$ cat config.mk
export PLATFORM = sky130hd
export DESIGN_NAME = flash_scan
export DESIGN_NICKNAME = d
export VERILOG_FILES = /design/src/rtl/flash_scan_pkg.sv /design/src/rtl/flash_scan_addr.sv /design/src/rtl/flash_scan_badlist.sv /design/src/rtl/flash_scan_cmp.sv /design/src/rtl/flash_scan.sv
export SDC_FILE = /design/constraint.sdc
export NUM_CORES = 2
export LEC_CHECK = 0
export BUFFER_PORTS_ARGS = -buffer_cell sky130_fd_sc_hd__buf_2
export CAP_MARGIN = 10
export CORE_MARGIN = 2
export CORE_UTILIZATION = 57
export DETAILED_ROUTE_END_ITERATION = 10
export PLACE_DENSITY = 0.77
export SLEW_MARGIN = 20
export SYNTH_ARGS = -nofsm -noshare
export SYNTH_HDL_FRONTEND = slang
export SYNTH_SLANG_ARGS = --single-unit
export TNS_END_PERCENT = 10
$ cat constraint.sdc
create_clock -name clk_i -period 3.1 [get_ports clk_i]
set_input_delay 0.62 -clock clk_i [delete_from_list [all_inputs] [get_ports clk_i]]
set_output_delay 0.62 -clock clk_i [all_outputs]
set_load 0.01 [all_outputs]
$ cat src/rtl/flash_scan_pkg.sv
package flash_scan_pkg;

  typedef enum logic [1:0] {
    CMD_NONE  = 2'd0,
    CMD_READ  = 2'd1,
    CMD_PROG  = 2'd2,
    CMD_ERASE = 2'd3
  } mem_cmd_e;

  typedef enum logic [1:0] {PH_FILL, PH_RUN, PH_POST} phase_e;

  typedef enum logic [2:0] {ST_IDLE, ST_ACC, ST_REC, ST_ERASE, ST_PROG} state_e;

  function automatic logic [7:0] pattern_byte(input logic [1:0] sel);
    case (sel)
      2'd0:    return 8'h00;
      2'd1:    return 8'hFF;
      2'd2:    return 8'hAA;
      default: return 8'h55;
    endcase
  endfunction

endpackage

$ cat src/rtl/flash_scan_addr.sv
module flash_scan_addr #(
  parameter int NUM_BLOCKS      = 4096,
  parameter int PAGES_PER_BLOCK = 64,
  parameter int COLS_PER_PAGE   = 2112,
  localparam int BLK_W  = $clog2(NUM_BLOCKS),
  localparam int PAGE_W = $clog2(PAGES_PER_BLOCK),
  localparam int COL_W  = $clog2(COLS_PER_PAGE)
) (
  input  logic              clk_i,
  input  logic              rst_ni,
  input  logic              clr_i,
  input  logic              step_loc_i,
  input  logic              step_blk_i,
  output logic [BLK_W-1:0]  blk_o,
  output logic [PAGE_W-1:0] page_o,
  output logic [COL_W-1:0]  col_o,
  output logic              wrap_o
);

  logic last_blk, last_page, last_col;

  assign last_blk  = blk_o  == BLK_W'(NUM_BLOCKS - 1);
  assign last_page = page_o == PAGE_W'(PAGES_PER_BLOCK - 1);
  assign last_col  = col_o  == COL_W'(COLS_PER_PAGE - 1);
  assign wrap_o    = step_blk_i ? last_blk
                   : (step_loc_i & last_blk & last_page & last_col);

  always_ff @(posedge clk_i or negedge rst_ni) begin
    if (!rst_ni) begin
      blk_o  <= '0;
      page_o <= '0;
      col_o  <= '0;
    end else if (clr_i) begin
      blk_o  <= '0;
      page_o <= '0;
      col_o  <= '0;
    end else if (step_blk_i) begin
      col_o  <= '0;
      page_o <= '0;
      blk_o  <= last_blk ? '0 : blk_o + 1'b1;
    end else if (step_loc_i) begin
      col_o <= last_col ? '0 : col_o + 1'b1;
      if (last_col) begin
        page_o <= last_page ? '0 : page_o + 1'b1;
        if (last_page) blk_o <= last_blk ? '0 : blk_o + 1'b1;
      end
    end
  end

endmodule

$ cat src/rtl/flash_scan_badlist.sv
module flash_scan_badlist #(
  parameter int MAX_BAD = 80,
  parameter int BLK_W   = 12,
  localparam int PTR_W  = $clog2(MAX_BAD + 1)
) (
  input  logic             clk_i,
  input  logic             rst_ni,
  input  logic             clr_i,
  input  logic             we_i,
  input  logic [BLK_W-1:0] blk_i,
  input  logic [BLK_W-1:0] query_i,
  output logic             hit_o
);

  logic [PTR_W-1:0]   ptr_q;
  logic [MAX_BAD-1:0] match;

  always_ff @(posedge clk_i or negedge rst_ni) begin
    if (!rst_ni)                                   ptr_q <= '0;
    else if (clr_i)                                ptr_q <= '0;
    else if (we_i && ptr_q != PTR_W'(MAX_BAD))     ptr_q <= ptr_q + 1'b1;
  end

  for (genvar i = 0; i < MAX_BAD; i++) begin : g_entry
    logic [BLK_W-1:0] tag_q;
    logic             vld_q;
    always_ff @(posedge clk_i or negedge rst_ni) begin
      if (!rst_ni) begin
        tag_q <= '0;
        vld_q <= 1'b0;
      end else if (clr_i) begin
        vld_q <= 1'b0;
      end else if (we_i && ptr_q == PTR_W'(i)) begin
        tag_q <= blk_i;
        vld_q <= 1'b1;
      end
    end
    assign match[i] = vld_q && (tag_q == query_i);
  end

  assign hit_o = |match;

endmodule

$ cat src/rtl/flash_scan_cmp.sv
module flash_scan_cmp (
  input  logic [7:0] exp_i,
  input  logic [7:0] rd_i,
  output logic       mism_o,
  output logic [3:0] nbits_o,
  output logic       up_o,
  output logic       down_o
);

  logic [7:0] diff;

  assign diff   = exp_i ^ rd_i;
  assign mism_o = |diff;
  assign up_o   = |(rd_i & ~exp_i);
  assign down_o = |(~rd_i & exp_i);

  always_comb begin
    nbits_o = '0;
    for (int i = 0; i < 8; i++) nbits_o = nbits_o + {3'b000, diff[i]};
  end

endmodule

$ cat src/rtl/flash_scan.sv
module flash_scan
  import flash_scan_pkg::*;
#(
  parameter int NUM_BLOCKS      = 4096,
  parameter int PAGES_PER_BLOCK = 64,
  parameter int COLS_PER_PAGE   = 2112,
  parameter int MAX_BAD         = 80,
  parameter int CNT_W           = 16,
  localparam int BLK_W  = $clog2(NUM_BLOCKS),
  localparam int PAGE_W = $clog2(PAGES_PER_BLOCK),
  localparam int COL_W  = $clog2(COLS_PER_PAGE)
) (
  input  logic              clk_i,
  input  logic              rst_ni,
  input  logic              start_i,
  input  logic              stop_i,
  input  logic              mode_rew_i,
  input  logic [1:0]        pat_sel_i,
  input  logic              bad_clr_i,
  input  logic              bad_we_i,
  input  logic [BLK_W-1:0]  bad_blk_i,
  output logic              busy_o,
  output logic              mem_req_o,
  output logic [1:0]        mem_cmd_o,
  output logic [BLK_W-1:0]  mem_blk_o,
  output logic [PAGE_W-1:0] mem_page_o,
  output logic [COL_W-1:0]  mem_col_o,
  output logic [7:0]        mem_wdata_o,
  input  logic              mem_ack_i,
  input  logic [7:0]        mem_rdata_i,
  output logic              rec_valid_o,
  input  logic              rec_ready_i,
  output logic [CNT_W-1:0]  rec_count_o,
  output logic [7:0]        rec_data_o,
  output logic [7:0]        rec_exp_o,
  output logic [3:0]        rec_nbits_o,
  output logic              rec_up_o,
  output logic              rec_down_o,
  output logic [BLK_W-1:0]  rec_blk_o,
  output logic [PAGE_W-1:0] rec_page_o,
  output logic [COL_W-1:0]  rec_col_o,
  output logic [CNT_W-1:0]  rec_group_o,
  output logic              rec_static_o
);

  state_e            state_q;
  phase_e            phase_q;
  logic              mode_q, stop_q, prev_vld_q;
  logic [7:0]        pat_q;
  logic [BLK_W-1:0]  blk, prev_blk_q;
  logic [PAGE_W-1:0] page, prev_page_q;
  logic [COL_W-1:0]  col;
  logic [CNT_W-1:0]  run_cnt_q, stat_cnt_q, group_q;
  logic              bad_hit, mism, up, down, wrap;
  logic [3:0]        nbits;
  logic              acc, rew_path, start_ok, rd_done, capture, same_pg;
  logic              step_loc, step_blk, advance, end_pass, go_post, addr_clr;
  mem_cmd_e          cmd;

  flash_scan_addr #(
    .NUM_BLOCKS(NUM_BLOCKS), .PAGES_PER_BLOCK(PAGES_PER_BLOCK), .COLS_PER_PAGE(COLS_PER_PAGE)
  ) u_addr (
    .clk_i, .rst_ni, .clr_i(addr_clr), .step_loc_i(step_loc), .step_blk_i(step_blk),
    .blk_o(blk), .page_o(page), .col_o(col), .wrap_o(wrap)
  );

  flash_scan_badlist #(.MAX_BAD(MAX_BAD), .BLK_W(BLK_W)) u_bad (
    .clk_i, .rst_ni, .clr_i(bad_clr_i), .we_i(bad_we_i), .blk_i(bad_blk_i),
    .query_i(blk), .hit_o(bad_hit)
  );

  flash_scan_cmp u_cmp (
    .exp_i(pat_q), .rd_i(mem_rdata_i), .mism_o(mism), .nbits_o(nbits), .up_o(up), .down_o(down)
  );

  assign start_ok = (state_q == ST_IDLE) && start_i;
  assign acc      = state_q == ST_ACC;
  assign rew_path = mode_q && (phase_q == PH_RUN);
  assign rd_done  = acc && !bad_hit && mem_ack_i;
  assign capture  = rd_done && (phase_q != PH_FILL) && mism;
  assign step_blk = acc && bad_hit;
  assign step_loc = (rd_done && !capture)
                  || (state_q == ST_REC && rec_ready_i && !rew_path)
                  || (state_q == ST_PROG && mem_ack_i);
  assign advance  = step_loc || step_blk;
  assign end_pass = advance && wrap;
  assign go_post  = advance && (phase_q == PH_RUN) && stop_q;
  assign addr_clr = start_ok || go_post;
  assign same_pg  = prev_vld_q && (blk == prev_blk_q) && (page == prev_page_q);

  always_comb begin
    cmd = CMD_NONE;
    case (state_q)
      ST_ACC:   if (!bad_hit) cmd = (phase_q == PH_FILL) ? CMD_PROG : CMD_READ;
      ST_ERASE: cmd = CMD_ERASE;
      ST_PROG:  cmd = CMD_PROG;
      default:  cmd = CMD_NONE;
    endcase
  end

  assign mem_req_o   = cmd != CMD_NONE;
  assign mem_cmd_o   = cmd;
  assign mem_blk_o   = blk;
  assign mem_page_o  = page;
  assign mem_col_o   = col;
  assign mem_wdata_o = pat_q;
  assign busy_o      = state_q != ST_IDLE;
  assign rec_valid_o = state_q == ST_REC;

  always_ff @(posedge clk_i or negedge rst_ni) begin
    if (!rst_ni) begin
      state_q <= ST_IDLE;     phase_q <= PH_FILL;
      mode_q <= 1'b0;         stop_q <= 1'b0;       pat_q <= '0;
      prev_vld_q <= 1'b0;     prev_blk_q <= '0;     prev_page_q <= '0;
      run_cnt_q <= '0;        stat_cnt_q <= '0;     group_q <= '0;
      rec_count_o <= '0;      rec_data_o <= '0;     rec_exp_o <= '0;
      rec_nbits_o <= '0;      rec_up_o <= 1'b0;     rec_down_o <= 1'b0;
      rec_blk_o <= '0;        rec_page_o <= '0;     rec_col_o <= '0;
      rec_group_o <= '0;      rec_static_o <= 1'b0;
    end else begin
      if (busy_o && stop_i) stop_q <= 1'b1;
      case (state_q)
        ST_IDLE: if (start_i) begin
          state_q    <= ST_ACC;
          phase_q    <= PH_FILL;
          mode_q     <= mode_rew_i;
          pat_q      <= pattern_byte(pat_sel_i);
          stop_q     <= 1'b0;
          prev_vld_q <= 1'b0;
          run_cnt_q  <= '0;
          stat_cnt_q <= '0;
          group_q    <= '0;
        end
        ST_ACC: if (capture) begin
          state_q      <= ST_REC;
          rec_data_o   <= mem_rdata_i;
          rec_exp_o    <= pat_q;
          rec_nbits_o  <= nbits;
          rec_up_o     <= up;
          rec_down_o   <= down;
          rec_blk_o    <= blk;
          rec_page_o   <= page;
          rec_col_o    <= col;
          rec_static_o <= phase_q == PH_POST;
          if (phase_q == PH_POST) begin
            stat_cnt_q  <= stat_cnt_q + 1'b1;
            rec_count_o <= stat_cnt_q + 1'b1;
          end else begin
            run_cnt_q   <= run_cnt_q + 1'b1;
            rec_count_o <= run_cnt_q + 1'b1;
          end
          group_q     <= same_pg ? group_q + 1'b1 : group_q;
          rec_group_o <= same_pg ? group_q + 1'b1 : group_q;
          prev_vld_q  <= 1'b1;
          prev_blk_q  <= blk;
          prev_page_q <= page;
        end
        ST_REC:   if (rec_ready_i && rew_path) state_q <= ST_ERASE;
        ST_ERASE: if (mem_ack_i) state_q <= ST_PROG;
        default: ;
      endcase
      if (advance) begin
        state_q <= (end_pass && phase_q == PH_POST) ? ST_IDLE : ST_ACC;
        if (go_post) begin
          phase_q    <= PH_POST;
          stop_q     <= 1'b0;
          prev_vld_q <= 1'b0;
        end else if (end_pass) begin
          prev_vld_q <= 1'b0;
          if (phase_q == PH_FILL) phase_q <= PH_RUN;
        end
      end
    end
  end

endmodule

==> flow_summary.toml <==
[status]
status = "finished with violations"
violations = "setup timing"

[die]
core.rowCount = 119
die_width_um = 329.0
coreArea_um2 = 105000
start_util = 0.5734
io_pins = 159
die_h_um = 329.0
die-area_um2 = 108200

[drt]
drt_iter0_markers = 4146
vias = 41720
dr.pass1.iters = 6
vias_per_cell = 6.101
route.detailed.drc = 0
ant_nets = 0
wire_per_inst_um = 25.07
wl_um = 171400

[setup_path]
cp-start-kind = "flop"
cpMostUsedCell = "buf_4"
cp_num_buf_inv = 7
path_class = "flop to output pin"
crit_chain = "buf_12 > buf_4 > buf_4 > xnor2_1 > nand2_1 > nor4_2 > buf_4 > nor4_4 > buf_4 > nand4_1 > buf_6 > nor2_4 > and2_4 > a21oi_2 > o21ai_2 > buf_2"
required_ns = 2.48
slowest_delay_ns = 0.50
cp_max_fo = 8
crit_family = "buffers and inverters"
setup.worst_path.end_class = "output pin"
critPathArrivalTime_ns = 3.73
cpMaxStageDelayCell = "dfrtp_4"

[layout]
finalNetCount = 5404
post-route-util = 0.6779
drive_above_1_share = 0.3682
final_cell_mix = "dfrtp_1, mux2_2, xnor2_1"
final_common_cell = "dfrtp_1"
synthToLayoutAreaGrowth_pct = 18.23

[power]
seqPwrFrac = 0.402
combPwrFrac = 0.222
leakagePower_uw = 0.03277
p_sw_frac = 0.2967
p_int_uw = 29990
ir_drop_mv = 0.5180
switching_power_uw = 12650
p_clk_frac = 0.375
p_per_area_nw_per_um2 = 599.1
power_uw = 42640

[sta]
worst_hold_slack_ns = 0.06454
skew_ns = 0.02911
final.min_clock_period_ns = 4.351
maxSlewHeadroom = 0.2738
period_share = 1.404
setup_slack_ns = -1.251
slew_violations = 0
worstMarginPinSlew_ns = 1.089
clock.fmax_mhz = 229.8
setup_tns_ns = -77.61
setup_viol = 166
rsz0062_at_grt = "yes"
final_hold_viol_count = 0

[synth]
synth-edff-count = 0
ys_ff_latch = 1214
synth_cell_type_count = 67
async_reset_ff_frac = 1.000
syn_nets = 5016
yosysSeqAreaShare = 0.5047
synthesis.area_um2 = 60190
ys_warn_count = 0
synth_area_per_cell_um2 = 12.16
syn_inst = 4949
synthFlopType = "dfrtp_1"

[clock_tree]
cts_made_buffers = 131
cts.clk_slew.worst_paths_ns = 0.06
cts_buffer_depth = 3
cts-root-buf = "clkbuf_16"
cts_tree = "built"
htree_num_levels = 4
clk_latency_ns = 0.75
clock_sinks = 1214

[grt]
grt_pass1_vias = 42870
track_usage = 0.3148
met2_usage = 0.5012
grt_busiest_layer = "met2"
antenna_found_initial = 4
grt_first_pass_wirelength_um = 260500
grtUsageMet3 = 0.05528
grt_max_degree = 91
grt_util_met1 = 0.4273
grt-ovfl-total = 0

[placed_design]
place.gp.congestion = 0.8773
place_hpwl_um = 102600
port_buffers = 158
pre_cts_slack_ns = -0.8114

[flow_run]
cap_violations = 0

[hold_path]
min-delay-path-class = "primary input to flop"
worst min-delay path, delay by kind of cell:
family                 cells  cell delay [ns]
and+or+nand+nor            2             0.09
buffers and inverters      1             0.07
per-stage QoR:
| step | std cells | cell area (um^2) |
|---|---|---|
| 2_1_floorplan | 4949 | 60200 |
| 3_3_place_gp | 6502 | 64530 |
| 3_5_place_dp | 6502 | 64530 |
| 4_1_cts | 6799 | 70260 |
| 5_1_grt | 6837 | 71160 |
| 6_report | 6838 | 71160 |
metal layers:
layer | vias to the layer above | share of wire
met1 | 21780 | 0.41
met2 | 1677 | 0.48
met5 | - | 0.000070
li1 | 17850 | -
met4 | 2 | 0.038
met3 | 414 | 0.074
registers in the layout (all words and copies together) (netlist names), 3 cells and up:
| register | flops |
|---|---|
| rec_nbits_o | 4 |
| run_cnt_q | 16 |
| rec_group_o | 16 |
| u_addr.page_o | 6 |
| rec_col_o | 12 |
| u_bad.g_entry.vld_q | 80 |
| u_addr.col_o | 12 |
| u_bad.ptr_q | 7 |
| state_q | 3 |
| rec_count_o | 16 |
| u_addr.blk_o | 12 |
| prev_blk_q | 12 |
| rec_data_o | 8 |
| prev_page_q | 6 |
| u_bad.g_entry.tag_q | 960 |
| stat_cnt_q | 16 |
| group_q | 16 |
layout make-up:
type / count / area, um^2
clock buffer: 192 / 3872
antenna: 4 / 10.01
clock inverter: 47 / 516.7
inverter: 61 / 230.2
fill: 7187 / 33810
multi-input combinational: 3284 / 28450
sequential: 1214 / 30430
timing repair buffer: 645 / 5916
tap: 1391 / 1740
cell usage after synthesis, drive strengths merged, types with 11 or more instances:
| library cell | count | area (um^2) |
|---|---|---|
| nor2b | 13 | 81.33 |
| inv | 61 | 229.0 |
| ha | 32 | 400.4 |
| buf | 164 | 1239 |
| clkbuf | 226 | 855.8 |
| and3 | 26 | 162.7 |
| mux2 | 990 | 11150 |
| nor4 | 112 | 715.7 |
| nor2 | 143 | 539.3 |
| o21ai | 96 | 480.5 |
| nand2 | 209 | 787.0 |
| nand3 | 135 | 675.7 |
| dfrtp | 1214 | 30380 |
| xor2 | 83 | 727.0 |
| a21o | 73 | 548.0 |
| xnor2 | 945 | 8277 |
| nor3 | 31 | 160.1 |
| nand4 | 189 | 1182 |
| o31ai | 11 | 82.58 |
| a21oi | 35 | 175.2 |
final timing paths:
check	to	start	cells after the start	slack [ns]
worst max-delay path	mem_cmd_o[1]	u_addr.blk_o[0]$_DFFE_PN0P_	16	-1.25
worst min-delay path	mode_q$_DFFE_PN0P_	mode_rew_i	3	0.06
worst max register to register	u_addr.col_o[5]$_DFFE_PN0P_	u_addr.blk_o[7]$_DFFE_PN0P_	17	-0.65
worst min register to register	rec_data_o[4]$_DFFE_PN0P_	rec_data_o[4]$_DFFE_PN0P_	2	0.48
max in group asynchronous	u_bad.g_entry[40].vld_q$_DFFE_PN0P_	rst_ni	3	1.63
min in group asynchronous	u_bad.g_entry[32].tag_q[3]$_DFFE_PN0P_	rst_ni	2	0.47
what timing repair did:
action | CTS | global route
resized for setup | 156 | 109
endpoints found under the setup margin | 166 | 166
cloned | 5 | 4
setup buffers | 52 | 32
pin swaps | 25 | 46
endpoints found under the hold margin | 48 | 0
hold buffers | 1 | 0
cells by family (layout without fill, tap and decap cells):
family / count (synthesis) / count (layout) / share of synthesized area
AO/OA/AOI/OAI: 306 / 306 / 0.03420
XOR/XNOR: 1028 / 1028 / 0.1496
adder cells (fa/ha/maj): 36 / 36 / 0.007982
buffers and inverters: 451 / 945 / 0.03860
flip-flops: 1214 / 1214 / 0.5047
multiplexers: 1000 / 1000 / 0.1869
other: 0 / 4 / 0
AND/OR/NAND/NOR: 914 / 914 / 0.07804
power by group through the flow:
stage	logic (uW)	registers [uW]	clock network (uW)
after floorplan	5040	17400	0
after global placement	8280	17400	0
after detailed placement	8430	17400	0
after CTS	8810	17100	16100
after global routing	10100	17200	16800
final	9480	17100	16000
Power figures use the tool's default switching activity.
